--- src/rtl/wfs_pkg.sv ---
package wfs_pkg;
    localparam int BIT_CW  = 4;
    localparam int WORD_CW = 5;

    typedef enum logic [1:0] {
        WL_8  = 2'b00,
        WL_10 = 2'b01,
        WL_12 = 2'b10,
        WL_16 = 2'b11
    } wlen_e;

    typedef struct packed {
        logic [BIT_CW-1:0]  bit_idx;
        logic [WORD_CW-1:0] word_idx;
    } slot_t;

    function automatic logic [BIT_CW-1:0] last_bit_of(input wlen_e wl);
        case (wl)
            WL_8:    last_bit_of = BIT_CW'(7);
            WL_10:   last_bit_of = BIT_CW'(9);
            WL_12:   last_bit_of = BIT_CW'(11);
            default: last_bit_of = BIT_CW'(15);
        endcase
    endfunction
endpackage

--- src/rtl/wfs_bit_cnt.sv ---
module wfs_bit_cnt #(
    parameter int CW = wfs_pkg::BIT_CW
) (
    input  logic          clk,
    input  logic          rst,
    input  logic          clr,
    input  logic          stb,
    input  logic          restart,
    input  logic [CW-1:0] last_idx,
    output logic [CW-1:0] bit_idx,
    output logic          word_end
);
    logic at_last;

    assign at_last  = (bit_idx >= last_idx);
    assign word_end = stb && !clr && !restart && at_last;

    always_ff @(posedge clk) begin
        if (rst || clr) begin
            bit_idx <= '0;
        end else if (restart) begin
            bit_idx <= CW'(1);
        end else if (stb) begin
            bit_idx <= at_last ? '0 : bit_idx + CW'(1);
        end
    end

    assert_wrap_R1: assert property (@(posedge clk) disable iff (rst)
        word_end |=> (bit_idx == '0));
    assert_clear_bits_R7: assert property (@(posedge clk) disable iff (rst)
        clr |=> (bit_idx == '0));
    assert_restart_bits_R8: assert property (@(posedge clk) disable iff (rst)
        (restart && !clr) |=> (bit_idx == CW'(1)));
endmodule

--- src/rtl/wfs_word_cnt.sv ---
module wfs_word_cnt #(
    parameter int CW = wfs_pkg::WORD_CW
) (
    input  logic          clk,
    input  logic          rst,
    input  logic          clr,
    input  logic          restart,
    input  logic          word_end,
    input  logic [CW-1:0] div,
    output logic [CW-1:0] word_idx
);
    always_ff @(posedge clk) begin
        if (rst || clr || restart) begin
            word_idx <= '0;
        end else if (word_end) begin
            word_idx <= (word_idx >= div) ? '0 : word_idx + CW'(1);
        end
    end

    assert_frame_wrap_R3: assert property (@(posedge clk) disable iff (rst)
        (word_end && word_idx >= div) |=> (word_idx == '0));
    assert_clear_words_R7: assert property (@(posedge clk) disable iff (rst)
        clr |=> (word_idx == '0));
endmodule

--- src/rtl/wfs_sync_unit.sv ---
module wfs_sync_unit
    import wfs_pkg::*;
(
    input  logic  clk,
    input  logic  rst,
    input  logic  clr,
    input  logic  stb,
    input  logic  drive,
    input  logic  inv,
    input  logic  len_word,
    input  slot_t here,
    input  logic  pin_in,
    output logic  restart,
    output logic  frame_start,
    output logic  pin_out
);
    logic  rx_act;
    logic  rx_prev;
    logic  sync_act;
    slot_t pos;
    logic  in_window;

    assign rx_act  = pin_in ^ inv;
    assign restart = stb && !clr && !drive && rx_act && !rx_prev;

    always_comb begin
        pos = here;
        if (restart) begin
            pos = '0;
        end
    end

    assign in_window   = (pos.word_idx == '0) && (len_word || pos.bit_idx == '0);
    assign frame_start = drive ? (stb && !clr && pos == '0) : restart;
    assign pin_out     = sync_act ^ inv;

    always_ff @(posedge clk) begin
        if (rst || clr) begin
            rx_prev  <= 1'b0;
            sync_act <= 1'b0;
        end else if (stb) begin
            rx_prev  <= rx_act;
            sync_act <= in_window;
        end
    end

    assert_sync_arms_R4: assert property (@(posedge clk) disable iff (rst)
        frame_start |=> sync_act);
    assert_clear_sync_R7: assert property (@(posedge clk) disable iff (rst)
        clr |=> !sync_act);
    assert_rx_edge_only_R9: assert property (@(posedge clk) disable iff (rst)
        (!drive && frame_start) |-> (rx_act && !rx_prev));
endmodule

--- src/rtl/wfsync_gen.sv ---
module wfsync_gen
    import wfs_pkg::*;
#(
    parameter int BCW = BIT_CW,
    parameter int WCW = WORD_CW
) (
    input  logic           clk,
    input  logic           rst,
    input  logic           bit_stb,
    input  logic [1:0]     wlen_code,
    input  logic [WCW-1:0] frame_div,
    input  logic           sync_drive,
    input  logic           sync_inv,
    input  logic           sync_len_word,
    input  logic           ctl_clr,
    input  logic           sync_pin_in,
    output logic           word_done,
    output logic           frame_start,
    output logic           sync_pin_out,
    output logic           sync_oe
);
    logic [BCW-1:0] last_idx;
    logic [BCW-1:0] bit_idx;
    logic [WCW-1:0] word_idx;
    logic           restart;
    slot_t          here;

    assign last_idx = BCW'(last_bit_of(wlen_e'(wlen_code)));
    assign here     = '{bit_idx: BIT_CW'(bit_idx), word_idx: WORD_CW'(word_idx)};
    assign sync_oe  = sync_drive;

    wfs_bit_cnt #(.CW(BCW)) u_bits (
        .clk      (clk),
        .rst      (rst),
        .clr      (ctl_clr),
        .stb      (bit_stb),
        .restart  (restart),
        .last_idx (last_idx),
        .bit_idx  (bit_idx),
        .word_end (word_done)
    );

    wfs_word_cnt #(.CW(WCW)) u_words (
        .clk      (clk),
        .rst      (rst),
        .clr      (ctl_clr),
        .restart  (restart),
        .word_end (word_done),
        .div      (frame_div),
        .word_idx (word_idx)
    );

    wfs_sync_unit u_sync (
        .clk         (clk),
        .rst         (rst),
        .clr         (ctl_clr),
        .stb         (bit_stb),
        .drive       (sync_drive),
        .inv         (sync_inv),
        .len_word    (sync_len_word),
        .here        (here),
        .pin_in      (sync_pin_in),
        .restart     (restart),
        .frame_start (frame_start),
        .pin_out     (sync_pin_out)
    );

    assert_strobes_exclusive_R2: assert property (@(posedge clk) disable iff (rst)
        $onehot0({word_done, frame_start}));
    assert_strobe_gated_R2: assert property (@(posedge clk) disable iff (rst)
        (word_done || frame_start) |-> bit_stb);
endmodule

--- config.mk ---
export PLATFORM = sky130hd
export DESIGN_NAME = wfsync_gen
export DESIGN_NICKNAME = d
export VERILOG_FILES = /design/src/rtl/wfs_pkg.sv /design/src/rtl/wfs_bit_cnt.sv /design/src/rtl/wfs_word_cnt.sv /design/src/rtl/wfs_sync_unit.sv /design/src/rtl/wfsync_gen.sv
export SDC_FILE = /design/constraint.sdc
export NUM_CORES = 1
export LEC_CHECK = 0
export BUFFER_PORTS_ARGS = -buffer_cell sky130_fd_sc_hd__buf_2
export CORE_UTILIZATION = 50
export CTS_BUF_LIST = sky130_fd_sc_hd__clkbuf_16
export DETAILED_ROUTE_END_ITERATION = 6
export PLACE_DENSITY = 0.73
export SYNTH_ARGS = -nofsm -noshare
export SYNTH_HDL_FRONTEND = slang
export SYNTH_SLANG_ARGS = --single-unit
--- constraint.sdc ---
create_clock -name clk -period 3.7 [get_ports clk]
set_input_delay 0.185 -clock clk [delete_from_list [all_inputs] [get_ports clk]]
set_output_delay 0.185 -clock clk [all_outputs]
set_load 0.02 [all_outputs]
======== After elaboration in Yosys (flattened, before gate mapping) ========
Cells that the tools add are included.
word-level totals
  flip-flop bits (word level) ............. 11
  latch bits .............................. 0
  RAM bits ................................ 0
  memory bits (read-only) ................. 0
  output and inout port bits .............. 4
  logic and storage cells ................. 41
  memories kept ........................... 0
cells by class
  add/subtract/negate cells ............... 2
  multiply operators ...................... 0
  div/mod/pow operators ................... 0
  order comparisons ....................... 2
  equality and inequality tests ........... 2
  shifts and indexed selects .............. 0
  muxes and demuxes ....................... 7
  bitwise gates (word level) .............. 2
  reduce and logical (&&, ||, !) cells .... 21
operator list
  kind                                            number
  one-hot mux 4 bit (3 select lines)              1
  zero test 9 bit                                 1
  two-way mux 9 bit                               1
  logical AND 1 bit                               8
  adder 5 x 1 -> 5 bit (second input constant)    1
  greater-or-equal comparator 5 bit               1
  zero test 5 bit                                 1
  two-way mux 5 bit                               1
  adder 4 x 1 -> 4 bit (second input constant)    1
  greater-or-equal comparator 4 bit               1
  zero test 1 bit                                 4
  zero test 4 bit                                 1
  two-way mux 4 bit                               1
  logical OR 1 bit                                3
  two-way mux 1 bit                               3
  == test 2 x 1 -> 1 bit (second input constant)  1
  == test 2 bit (second input constant)           1
  zero test 2 bit                                 1
  nonzero test 2 bit                              1
  OR reduction 2 bit                              1
  bitwise XOR 1 bit                               2

======== Depth between registers and ports, before layout ========
  depth after elaboration ................. 9
  gate-level depth with buffers ........... 8

======== Modules after synthesis ========
A second synthesis with hierarchy kept.
unflattened totals
  cells, all modules ...................... 104
  area, all modules ....................... 909.6 um^2
modules (own cells, without submodules)
  module         times used  cells an instance  area an instance (um^2)  seq. area each (um^2)
  wfs_word_cnt   1           40                 364.1                    100.1
  wfs_bit_cnt    1           36                 337.8                    80.1
  wfs_sync_unit  1           19                 152.6                    40.0
  wfsync_gen     1           9                  55.1                     0.0

======== Worst setup path after synthesis ========
No wires, ideal clock.
  kind .................................... input port to flip-flop
  from .................................... input port wlen_code[0]
  to ...................................... register u_words.word_idx[4]
  arrival time ............................ 1.728 ns
  slack ................................... 1.886 ns
  stages .................................. 7
  buffers on the path ..................... 0
  cell sequence ........................... inv_1 > ha_1 > ha_1 > nand2_1 > o21a_4 > or4_1 > a211oi_1
between the ends
  cells in the longest elaborated chain, start to end .. 4
  elaborated cells between the ends (all ways) .. 6
  those cells by class .................... order compare: 1; eq/ne: 2; mux: 1; reduce/logical: 2
ends and longest elaborated chain
  element                                      RTL line            source
  from (decl)                                  wfsync_gen.sv:10    input logic [1:0] wlen_code,
  == test 2 bit, or another cell as far along  wfs_pkg.sv:18       case (wl)
  one-hot mux 4 bit (3 select lines) (*)       wfs_pkg.sv:18
  greater-or-equal comparator 4 bit (*)        wfs_bit_cnt.sv:15   assign at_last = (bit_idx >= last_idx);
  logical AND 1 bit (*)                        wfs_bit_cnt.sv:16   assign word_end = stb && !clr && !restart && at_last;
  to (signal assigned)                         wfs_word_cnt.sv:16  word_idx <= (word_idx >= div) ? '0 : word_idx + CW'(1);
  to (decl)                                    wfs_word_cnt.sv:10  output logic [CW-1:0] word_idx
Every way passes the cells marked *; elsewhere a longest branch is shown, timed or not.
A chain may end at the register's enable or synchronous reset.

======== Worst setup path in the final report ========
  from .................................... register u_bits.bit_idx[3]
  to ...................................... register u_words.word_idx[4]
between the ends
  cells in the longest elaborated chain, start to end .. 2
ends and longest elaborated chain
  element                            RTL line           source
  from (decl)                        wfs_bit_cnt.sv:10  output logic [CW-1:0] bit_idx,
  from (signal assigned)             wfs_bit_cnt.sv:24  bit_idx <= at_last ? '0 : bit_idx + CW'(1);
  greater-or-equal comparator 4 bit  wfs_bit_cnt.sv:15
  logical AND 1 bit                  wfs_bit_cnt.sv:16
No other way between the ends.

==> results.yml <==
final_layout:
  multiInputGateArea_um2: 616
  final_cell_mix: "18 x buf_2, 12 x ha_1, 11 x dfxtp_1, 10 x inv_1, 6 x nand3_1"
  area_growth_pct: 19.8
  ff_latch_area_um2: 220
  antennaDiodeCount: 0
  final_common_cell: "buf_2"
  fillCellCount: 145
  final_util: 0.670
  layout-drive-gt1-share: 0.280
  final_area_um2: 1070
  layout.nets: 146
clock_tree:
  holdBufCountCts: 0
  cts_tree: "built"
  cts-htree-levels: 1
  postCtsResizedCells: 0
  insertion_delay_ns: 0.23
  clockRootBuffer: "clkbuf_16"
  cts_num_sinks: 11
  clk_pin_slew_ns: 0.04
  clk_path_buf_depth: 2
  cts-buffers-inserted: 3
  postCtsSetupRepairBufs: 0
grt:
  grt_max_degree: 15
  antenna_found_initial: 0
  track_usage: 0.224
  first_global_vias: 758
  grt_overflow: 0
  grt_pass1_wl_um: 3190
synthesis:
  seq_area_frac_synth: 0.247
  ys.flop_type: "dfxtp_1"
  async_flop_share: 0
  synth_area_um2: 892
  synth_warnings: 0
  ys_ff_latch: 11
  synth-edff-count: 0
  synthCells: 99
  synth.largest_area_cell: "dfxtp_1"
  syn_nets: 126
  postSynthAreaPerCell_um2: 9.01
  synth_area_leaders: "dfxtp_1 25%, ha_1 17%, inv_1 3.8%"
  ys_types: 40
  yosysTopAreaCellShare: 0.247
route:
  drtPass1Iterations: 6
  via_per_inst: 5.77
  wirelength_um: 1820
  drc: 3
  antenna_left: 0
  wl_per_cell_um: 12.8
  drt-initial-drc-count: 8
  vias: 820
sta:
  rsz0062_at_grt: "false"
  slew_violations: 0
  fin_setup_tns_ns: 0
  hold_viol_final: 0
  fmax_ghz: 0.546
  finalClockSkew_ns: 0.00111
  setup_viol: 0
  fin_ws_ns: 1.87
  max-slew-margin-rel: 0.655
  fin_crit_ns: 1.83
  max_slew.worst_pin.slew_ns: 0.514
  finalCritPeriodShare: 0.495
status:
  status: "complete, but fails checks"
  violations: "design-rule violations"
pwr:
  cellPowerDensity_nw_per_um2: 340
  power_mw: 0.363
  ir_drop_mv: 0.166
  power_leakage_nw: 0.465
floorplan:
  rows: 14
  die_y_um: 44.2
  die_w_um: 44.2
  initial_core_util: 0.560
  io_pins: 19
  coreArea_um2: 1590
  dieArea_um2: 1960
critical_path:
  worstPathArrival_ns: 1.98
  crit_family: "simple AND/OR/NAND/NOR gates"
  critPathMaxFanout: 14
  r2r_end: "u_words.word_idx[4]"
  crit_chain: "ha_1 -> nand2_1 -> o21a_4 -> or4_1 -> a211oi_1"
  start_kind: "register"
  reg2reg_slack_ns: 1.87
  path_class: "reg -> reg"
  crit_path_end_kind: "register"
  r2r_cells: 5
  timing.rr.start: "u_bits.bit_idx[3]"
  max_stage_delay_ns: 0.50
  cp_num_cells: 5
  crit_slowest_cell: "or4_1"
  cp.required_ns: 3.85
  crit_buf_inv: 0
min_path:
  hold_depth: 2
  hold_start: "rst"
  hold_path_class: "in -> reg"
  hold_end: "u_bits.bit_idx[0]"
place:
  place_area_um2: 990
  place_congestion: 0.753
  numPortBuffers: 18
  dp_slack_ns: 1.65
  dp_hpwl_um: 1390
run:
  maxCapViolCount: 0
-- power by group --
group          internal [mW]  switching (mW)  leakage (nW)
combinational         0.0196          0.0259         0.334
clock                  0.142          0.0526        0.0423
sequential             0.121         0.00229        0.0891
-- synthesized netlist by cell type, types with 2 or more instances --
library cell and count:
ha_1 12, dfxtp_1 11, inv_1 9, nand3_1 6, a21oi_1 5, a211oi_1 4
nor2_1 4, o21ai_0 4, nand2b_1 3, nand4_1 3, o31ai_1 3, or4_1 3
a31oi_1 2, nand2_1 2, nand3b_1 2, o21ai_1 2
-- through the flow --
| stage | hold slack, ns | std cells |
|---|---|---|
| CTS | 0.160 | 142 |
| global route | 0.170 | 142 |
| detailed placement | 0.403 | 138 |
| finish | 0.162 | 142 |
| floorplan | 0.253 | 99 |
| global placement | 0.400 | 138 |
-- flip-flops by register name, indices dropped and copies added (netlist names) --
name / cells
u_sync.rx_prev: 1
u_sync.sync_act: 1
u_bits.bit_idx: 4
u_words.word_idx: 5
-- routing by layer --
layer | part of all wire | global-route usage | up-vias
met1 | 0.50 | 0.278 | 383
li1 | - | - | 413
met3 | 0.040 | 0.0367 | 2
met4 | 0.015 | 0.109 | 0
met2 | 0.45 | 0.374 | 22
met5 | 0 | 0 | -
-- worst max path at each step --
stage | start | endpoint | slack, ns
2_1_floorplan | wlen_code[0] | u_words.word_idx[4] | 1.89
3_3_place_gp | wlen_code[0] | u_words.word_idx[4] | 1.70
3_5_place_dp | wlen_code[0] | u_words.word_idx[4] | 1.65
4_1_cts | u_bits.bit_idx[3] | u_words.word_idx[4] | 1.86
5_1_grt | u_bits.bit_idx[3] | u_words.word_idx[4] | 1.77
6_report | u_bits.bit_idx[3] | u_words.word_idx[4] | 1.87
-- area by class of cell --
class                           instances  share of cell area
Multi-Input combinational cell         76               0.576
Sequential cell                        11               0.206
Timing Repair Buffer                   18              0.0843
Clock buffer                            3              0.0703
Inverter                                9              0.0316
Tap cell                               24              0.0281
Clock inverter                          1             0.00351
-- logic make-up (layout without fill, tap and decap cells) --
family | count (synthesis) | after routing | synth area share
XOR/XNOR | 2 | 2 | 0.0281
buffers and inverters | 12 | 31 | 0.0631
AND/OR/NAND/NOR | 33 | 33 | 0.245
adder cells (fa/ha/maj) | 12 | 12 | 0.168
flip-flops | 11 | 11 | 0.247
AO/OA/AOI/OAI | 29 | 29 | 0.248
No activity file was read; power rests on OpenSTA's default activity.
